===== config.mk =====
export PLATFORM = sky130hd
export DESIGN_NAME = slot_bus_mux
export DESIGN_NICKNAME = d
export VERILOG_FILES = /design/src/rtl/slot_mux_pkg.sv /design/src/rtl/slot_phase_fsm.sv /design/src/rtl/slot_master_port.sv /design/src/rtl/slot_bus_select.sv /design/src/rtl/slot_bus_mux.sv
export SDC_FILE = /design/constraint.sdc
export NUM_CORES = 1
export LEC_CHECK = 0
export ABC_AREA = 1
export BUFFER_PORTS_ARGS = -buffer_cell sky130_fd_sc_hd__buf_4
export CAP_MARGIN = 20
export CORE_AREA = 2 2 133 135
export DETAILED_ROUTE_END_ITERATION = 8
export DIE_AREA = 0 0 135 137
export PLACE_DENSITY = 0.75
export REMOVE_ABC_BUFFERS = 1
export SLEW_MARGIN = 20
export SYNTH_ARGS = -nofsm -noshare
export SYNTH_HDL_FRONTEND = slang
export SYNTH_HIERARCHICAL = 1
export SYNTH_SLANG_ARGS = --single-unit

===== constraint.sdc =====
create_clock -name clk -period 3.63 [get_ports clk]
set_input_delay 0.5445 -clock clk [delete_from_list [all_inputs] [get_ports clk]]
set_output_delay 0.5445 -clock clk [all_outputs]
set_load 0.005 [all_outputs]

===== src/rtl/slot_mux_pkg.sv =====
package slot_mux_pkg;

    typedef enum logic {
        SLOT_DMA = 1'b0,
        SLOT_CPU = 1'b1
    } slot_e;

    typedef enum logic {
        PORT_IDLE = 1'b0,
        PORT_HELD = 1'b1
    } port_state_e;

    localparam int NUM_MASTERS = 2;

endpackage


===== src/rtl/slot_phase_fsm.sv =====
module slot_phase_fsm
    import slot_mux_pkg::*;
(
    input  logic  clk,
    input  logic  rst_n,
    output slot_e cur_slot
);

    slot_e state_q;
    slot_e state_d;

    // state register
    always_ff @(posedge clk or negedge rst_n) begin
        if (!rst_n) state_q <= SLOT_DMA;
        else        state_q <= state_d;
    end

    // transitions: every clock hands the bus to the other side
    always_comb begin
        state_d = state_q;
        unique case (state_q)
            SLOT_DMA: state_d = SLOT_CPU;
            SLOT_CPU: state_d = SLOT_DMA;
        endcase
    end

    assign cur_slot = state_q;

endmodule


===== src/rtl/slot_master_port.sv =====
module slot_master_port
    import slot_mux_pkg::*;
#(
    parameter int    ADDR_W   = 16,
    parameter int    DATA_W   = 32,
    parameter slot_e OWN_SLOT = SLOT_DMA
) (
    input  logic              clk,
    input  logic              rst_n,
    input  slot_e             cur_slot,
    input  logic              req,
    input  logic              we,
    input  logic [ADDR_W-1:0] addr,
    input  logic [DATA_W-1:0] wdata,
    input  logic [DATA_W-1:0] mem_rdata,
    output logic              acc_en,
    output logic              acc_we,
    output logic [ADDR_W-1:0] acc_addr,
    output logic [DATA_W-1:0] acc_wdata,
    output logic              rvalid,
    output logic [DATA_W-1:0] rdata
);

    port_state_e       state_q;
    port_state_e       state_d;
    logic              own_slot;
    logic              hold_we_q;
    logic [ADDR_W-1:0] hold_addr_q;
    logic [DATA_W-1:0] hold_wdata_q;
    logic              capture;

    assign own_slot = (cur_slot == OWN_SLOT);

    // state register
    always_ff @(posedge clk or negedge rst_n) begin
        if (!rst_n) state_q <= PORT_IDLE;
        else        state_q <= state_d;
    end

    // transitions
    always_comb begin
        state_d = state_q;
        unique case (state_q)
            PORT_IDLE: if (req && !own_slot) state_d = PORT_HELD;
            PORT_HELD: if (own_slot)         state_d = PORT_IDLE;
        endcase
    end

    // held access fields, loaded only when entering PORT_HELD
    always_ff @(posedge clk or negedge rst_n) begin
        if (!rst_n) begin
            hold_we_q    <= 1'b0;
            hold_addr_q  <= '0;
            hold_wdata_q <= '0;
        end else if (state_q == PORT_IDLE && req && !own_slot) begin
            hold_we_q    <= we;
            hold_addr_q  <= addr;
            hold_wdata_q <= wdata;
        end
    end

    // outputs toward the bus selector
    always_comb begin
        acc_en    = 1'b0;
        acc_we    = 1'b0;
        acc_addr  = addr;
        acc_wdata = wdata;
        unique case (state_q)
            PORT_IDLE: begin
                acc_en    = req && own_slot;
                acc_we    = req && own_slot && we;
                acc_addr  = addr;
                acc_wdata = wdata;
            end
            PORT_HELD: begin
                acc_en    = own_slot;
                acc_we    = own_slot && hold_we_q;
                acc_addr  = hold_addr_q;
                acc_wdata = hold_wdata_q;
            end
        endcase
    end

    // read return: captured at the end of the own slot
    assign capture = acc_en && !acc_we;

    always_ff @(posedge clk or negedge rst_n) begin
        if (!rst_n) begin
            rvalid <= 1'b0;
            rdata  <= '0;
        end else begin
            rvalid <= capture;
            if (capture) rdata <= mem_rdata;
        end
    end

endmodule


===== src/rtl/slot_bus_select.sv =====
module slot_bus_select #(
    parameter int N      = 2,
    parameter int ADDR_W = 16,
    parameter int DATA_W = 32,
    localparam int SEL_W = (N > 1) ? $clog2(N) : 1
) (
    input  logic [SEL_W-1:0]           sel,
    input  logic [N-1:0]               en_in,
    input  logic [N-1:0]               we_in,
    input  logic [N-1:0][ADDR_W-1:0]   addr_in,
    input  logic [N-1:0][DATA_W-1:0]   wdata_in,
    output logic                       mem_en,
    output logic                       mem_we,
    output logic [ADDR_W-1:0]          mem_addr,
    output logic [DATA_W-1:0]          mem_wdata
);

    // owner change is a select change only
    always_comb begin
        mem_en    = en_in[sel];
        mem_we    = en_in[sel] && we_in[sel];
        mem_addr  = addr_in[sel];
        mem_wdata = wdata_in[sel];
    end

endmodule


===== src/rtl/slot_bus_mux.sv =====
module slot_bus_mux
    import slot_mux_pkg::*;
#(
    parameter int ADDR_W = 16,
    parameter int DATA_W = 32
) (
    input  logic              clk,
    input  logic              rst_n,
    input  logic              dma_req,
    input  logic              dma_we,
    input  logic [ADDR_W-1:0] dma_addr,
    input  logic [DATA_W-1:0] dma_wdata,
    output logic              dma_rvalid,
    output logic [DATA_W-1:0] dma_rdata,
    input  logic              cpu_req,
    input  logic              cpu_we,
    input  logic [ADDR_W-1:0] cpu_addr,
    input  logic [DATA_W-1:0] cpu_wdata,
    output logic              cpu_rvalid,
    output logic [DATA_W-1:0] cpu_rdata,
    output logic              slot_cpu,
    output logic              mem_en,
    output logic              mem_we,
    output logic [ADDR_W-1:0] mem_addr,
    output logic [DATA_W-1:0] mem_wdata,
    input  logic [DATA_W-1:0] mem_rdata
);

    localparam int N     = NUM_MASTERS;
    localparam int SEL_W = (N > 1) ? $clog2(N) : 1;

    slot_e                     cur_slot;
    logic [N-1:0]              m_req;
    logic [N-1:0]              m_we;
    logic [N-1:0][ADDR_W-1:0]  m_addr;
    logic [N-1:0][DATA_W-1:0]  m_wdata;
    logic [N-1:0]              a_en;
    logic [N-1:0]              a_we;
    logic [N-1:0][ADDR_W-1:0]  a_addr;
    logic [N-1:0][DATA_W-1:0]  a_wdata;
    logic [N-1:0]              r_valid;
    logic [N-1:0][DATA_W-1:0]  r_data;
    logic [SEL_W-1:0]          sel;

    // index 0 = DMA (slot 0), index 1 = CPU (slot 1)
    assign m_req   = {cpu_req,   dma_req};
    assign m_we    = {cpu_we,    dma_we};
    assign m_addr  = {cpu_addr,  dma_addr};
    assign m_wdata = {cpu_wdata, dma_wdata};

    slot_phase_fsm u_phase (
        .clk      (clk),
        .rst_n    (rst_n),
        .cur_slot (cur_slot)
    );

    generate
        for (genvar g = 0; g < N; g++) begin : g_port
            slot_master_port #(
                .ADDR_W   (ADDR_W),
                .DATA_W   (DATA_W),
                .OWN_SLOT (slot_e'(g))
            ) u_port (
                .clk       (clk),
                .rst_n     (rst_n),
                .cur_slot  (cur_slot),
                .req       (m_req[g]),
                .we        (m_we[g]),
                .addr      (m_addr[g]),
                .wdata     (m_wdata[g]),
                .mem_rdata (mem_rdata),
                .acc_en    (a_en[g]),
                .acc_we    (a_we[g]),
                .acc_addr  (a_addr[g]),
                .acc_wdata (a_wdata[g]),
                .rvalid    (r_valid[g]),
                .rdata     (r_data[g])
            );
        end
    endgenerate

    assign sel = SEL_W'(cur_slot);

    slot_bus_select #(
        .N      (N),
        .ADDR_W (ADDR_W),
        .DATA_W (DATA_W)
    ) u_sel (
        .sel       (sel),
        .en_in     (a_en),
        .we_in     (a_we),
        .addr_in   (a_addr),
        .wdata_in  (a_wdata),
        .mem_en    (mem_en),
        .mem_we    (mem_we),
        .mem_addr  (mem_addr),
        .mem_wdata (mem_wdata)
    );

    assign slot_cpu   = (cur_slot == SLOT_CPU);
    assign dma_rvalid = r_valid[0];
    assign dma_rdata  = r_data[0];
    assign cpu_rvalid = r_valid[1];
    assign cpu_rdata  = r_data[1];

endmodule


# Word level (Yosys, flattened, before mapping)
# Index checks and enable logic that the tools add are counted.
word_totals:
  regBits: 167
  inputBits: 134
  out_inout_bits: 117
  elab_cells: 58
classes:
  n_lt_le_gt_ge: 1
  n_mux: 23
  bitwise: 3
  reduce_logical: 18
ops:
  columns: ["operator", "count"]
  rows:
  - ["case mux 32 bit (2 select lines)", 2]
  - ["2-to-1 mux 32 bit", 2]
  - ["case mux 16 bit (2 select lines)", 2]
  - ["2-to-1 mux 16 bit", 2]
  - ["logical AND 1 bit", 15]
  - ["case mux 1 bit (2 select lines)", 7]
  - ["2-to-1 mux 1 bit", 8]
  - ["zero test 1 bit", 3]
  - ["inverter 1 bit", 3]
  - ["< comparator 1 x 2 -> 1 bit, second input constant", 1]

# Longest topological paths before layout
logic_depth:
  depth_word: 7
  ltp_mapped: 9
  mapped_depth_nobuf: 8

# By module
# The synthesis kept the hierarchy.
modules_own_cells:
  columns: ["mod", "instances", "cells_each", "area_per_inst_um2", "seq_area_each_um2"]
  rows:
  - ["slot_master_port at g_port[0].u_port", 1, 468, 3824.9, 2077.0]
  - ["slot_master_port at g_port[1].u_port", 1, 466, 3821.2, 2077.0]
  - ["slot_bus_select", 1, 164, 655.6, 0.0]
  - ["slot_phase_fsm", 1, 2, 28.8, 25.0]

# Least setup slack after synthesis
# OpenSTA, ideal clock, no wires.
synth_timing:
  path_kind: "register -> output"
  start: "register u_phase.state_q, in the netlist u_phase/cur_slot"
  end: "output mem_we"
  arrival_time_ns: 1.363
  required_time_ns: 3.086
  path_slack_ns: 1.722
  stages_incl_launch_ff: 8
  path_buffers: 1
  path_cell_list: "dfrtp_1 > nand3_1 > buf_2 > nand2_1 > nand2_1 > nand2_1 > nand2_1 > inv_1"
synth_between:
  elab_cells_between_ends: 16
synth_rtl:
  columns: ["element", "line", "rtl"]
  rows:
  - ["from (decl)", "slot_phase_fsm.sv:9", "slot_e state_q;"]
  - ["from (signal assigned)", "slot_phase_fsm.sv:15", "else state_q <= state_d;"]
  - ["logical AND 1 bit (2 in series)", "slot_master_port.sv:71", "acc_we = req && own_slot && we;"]
  - ["case mux 1 bit (2 select lines) *", "slot_master_port.sv:68", "unique case (state_q)"]
  - ["named net a_we[1]", "slot_bus_mux.sv:38", "logic [N-1:0] a_we;"]
  - ["2-to-1 mux 1 bit (not written as such) * (2 in series)", "slot_bus_select.sv:21", "mem_we = en_in[sel] && we_in[sel];"]
  - ["logical AND 1 bit *", "slot_bus_select.sv:21", null]
  - ["to (decl)", "slot_bus_mux.sv:23", "output logic mem_we,"]
# Mark *: on every way through the listed nets, which the timed path passes. The rest lies on a longest branch. The select of a mux whose other input is x is not followed.

# Final worst setup path
layout_timing:
  start: "register u_phase.state_q, in the netlist u_phase/cur_slot"
  end: "output mem_we"
layout_between:
  elab_chain_cells: 7
  elab_cells_between_ends: 16
layout_lines:
  columns: ["element", "line", "rtl"]
  rows:
  - ["inverter 1 bit *", "slot_master_port.sv:32", "assign own_slot = (cur_slot == OWN_SLOT);"]
  - ["logical AND 1 bit (2 in series)", "slot_master_port.sv:71", null]
  - ["case mux 1 bit (2 select lines) *", "slot_master_port.sv:68", null]
  - ["named net a_we[0]", "slot_bus_mux.sv:38", null]
  - ["2-to-1 mux 1 bit (not written as such) * (2 in series)", "slot_bus_select.sv:21", null]
  - ["logical AND 1 bit *", "slot_bus_select.sv:21", null]
# Marked as above.

==> impl_results.md <==
- Initial Utilization: 48.8%
- TritonCTS clock tree: yes
- Post-synth ARST share: 100%
- Core Area: 0.0171 sq mm
- EDFF count, synth: 0
- Worst setup EP type: output port
- Min cycle time layout: 2.78 ns
- Reg clk slew, reported paths: 0.06 ns
- Rows: 48
- Syn_area_per_cell: 7.57 sq um
- Vias in the first global route: 7342
- Synthesized instance count: 1100
- Tot Pwr: 4.72 mW
- Commonest cells in the netlist: nand2_1 (473), dfrtp_1 (167), o21ai_0 (167), inv_1 (103), nand4_1 (64)
- Synthesized flop and latch total: 167
- Drt via density: 5.06
- GRT Overall Usage: 25.4%
- HPWL Detailed: 15100 um
- CP max stage cell: nand3_2
- Hold_ws: 0.149 ns
- Postcts setup bufs: 0
- Die height: 137 um
- TritonCTS buffer count: 17
- Post-CTS Resized: 0
- CTS root buffer: clkbuf_16
- DR iter-0 viols: 568
- First-pass DRT Iterations: 5
- ANT nets after route: 0
- Worst clock skew: 0.00760 ns
- Synth Cell Area: 0.00833 sq mm
- Nets: 1435
- Distinct cells, synth: 20
- Total gr overflow: 0
- Unrepaired setup endpoints after global routing: no
- # hold bufs at CTS: 0
- Area post-placement: 0.0101 sq mm
- Clock sink total: 167
- Initial antenna violation count: 1
- Setup CP Type: flip-flop to output port
- Hold Fails Final Rpt: 0
- Sequential element share of the synthesized area: 50.2%
- # IOs: 251
- Layout area overhead: 28.6%
- Cell taking the most area after synthesis: dfrtp_1
- Area of the die: 0.0185 sq mm
- CP arrival: 2.24 ns
- Most used DFF post-synth: dfrtp_1
- Dpl cells: 1507
- Synthesis Warnings: 6
- Die width: 135 um
- Final core occ: 62.8%
- Routability cong.: 0.809
- CP most frequent cell: nand2_1
- Startpoint Class: flip-flop
- Critical Path RT: 3.09 ns
- IO buf count: 250
- First-pass GRT wire length: 37400 um
- Via count: 7791
- Reg-to-reg setup timing slack: 1.45 ns
- Fraction of layout cells with a size suffix above 1: 23.6%
- HP Class: input port to asynchronous set/reset pin
- Max cap viols: 0
- Top post-synthesis cells by area: dfrtp_1 (50%), nand2_1 (21%), o21ai_0 (10%), nand4_1 (4.8%), inv_1 (4.6%)
- Crit-path cells: inv_2 > nand3_2 > nand2_1 > nand2_1 > nand2_1 > nand2_1 > inv_1 > buf_4
- Non-Filler Instances: 1540
- Area share of the largest cell type after synthesis: 50.2%
- Pin count of the biggest net entering global routing: 99
- Max FO, Critical Path: 34
- Post-route cell area: 0.0107 sq mm
- Most common cell in the netlist: nand2_1
- Final WS setup: 0.846 ns
- Clk Latency, worst-skew pair: 0.42 ns
- Post-route DRC: 0
- Final setup viols: 0
- Final setup TNS: 0 ns
- Max VDD drop: 0.000309 V
- Worst slew pin tran: 0.983 ns
- # H-tree levels: 4
- Max-slew headroom: 34.4%
- Max Fclk: 359 MHz
- Slowest stage delay, CP: 0.57 ns
- DRT Wirelength: 23200 um
- Clock Path Buffers: 2
- Status: finished clean
- Pins Over Slew Limit: 0
- Power Dens Cells: 441 mW/mm^2
- Period utilisation layout: 76.7%
- Wire per inst: 15.1 um
- Worst slack, placed: 1.33 ns
- Lkg Pwr: 5.78 nW
==> per-layer routing <==
layer	part of all wire (%)	GRT usage (%)	up-vias
li1	-	-	3886
met3	7.5	7.04	31
met4	2.0	8.10	0
met1	43	34.2	3621
met2	47	40.2	253
met5	0	0	-
==> sequential cells by signal (all words and copies together), names as in the netlist <==
name	count
g_port.u_port/hold_addr_q	32
g_port.u_port/hold_wdata_q	64
g_port.u_port/hold_we_q	2
u_phase/cur_slot	1
g_port.u_port/state_q	2
g_port.u_port/rdata	64
g_port.u_port/rvalid	2
==> cells by family (layout without fill, tap and decap cells) <==
group | Yosys count | in the layout | share of synthesized area [%]
AND/OR/NAND/NOR | 555 | 555 | 28.0
AO/OA/AOI/OAI | 194 | 194 | 11.7
buffers and inverters | 184 | 398 | 10.2
flip-flops | 167 | 167 | 50.2
other | 0 | 1 | 0
==> cell usage in the layout, fill, tap and decap left out, types with 4 or more instances in the layout <==
cell type   instances
nand4_1            64
clkinvlp_4          4
o21ai_1            27
clkbuf_16          17
inv_1             103
dfrtp_1           164
buf_4             257
o21ai_0           167
nand2_1           473
==> report_power, final <==
part | internal (mW) | leakage [nW] | switching [mW]
sequential | 2.06 | 2.03 | 0.115
combinational | 0.411 | 3.48 | 0.398
clock | 1.00 | 0.269 | 0.738
==> worst max-delay path, delay by kind of cell (launching register included) <==
family / cells / cell delay, ns
buf+inv: 3 / 0.26
simple gates: 5 / 1.02
flops: 1 / 0.54
==> cell type report <==
class / count / area, sq um
multi-input combinational: 749 / 3310
tap: 225 / 282
antenna: 1 / 2.50
fill: 1525 / 6340
sequential: 167 / 4180
inverter: 107 / 404
timing repair buffer: 259 / 1960
clock inverter: 10 / 96.3
clock buffer: 22 / 474
==> worst paths after layout <==
| kind | from | endpoint | cells after the start |
|---|---|---|---|
| max | u_phase/cur_slot | mem_we | 8 |
| min | rst_n | g_port[0].u_port/hold_wdata_q[23] | 1 |
| max reg2reg | u_phase/cur_slot | g_port[0].u_port/rdata[24] | 5 |
| min reg2reg | g_port[1].u_port/rdata[25] | g_port[1].u_port/rdata[25] | 2 |
| max in group asynchronous | rst_n | g_port[1].u_port/rdata[10] | 2 |
| min in group clk | dma_req | g_port[0].u_port/state_q | 3 |
Power figures use the tool's default switching activity.
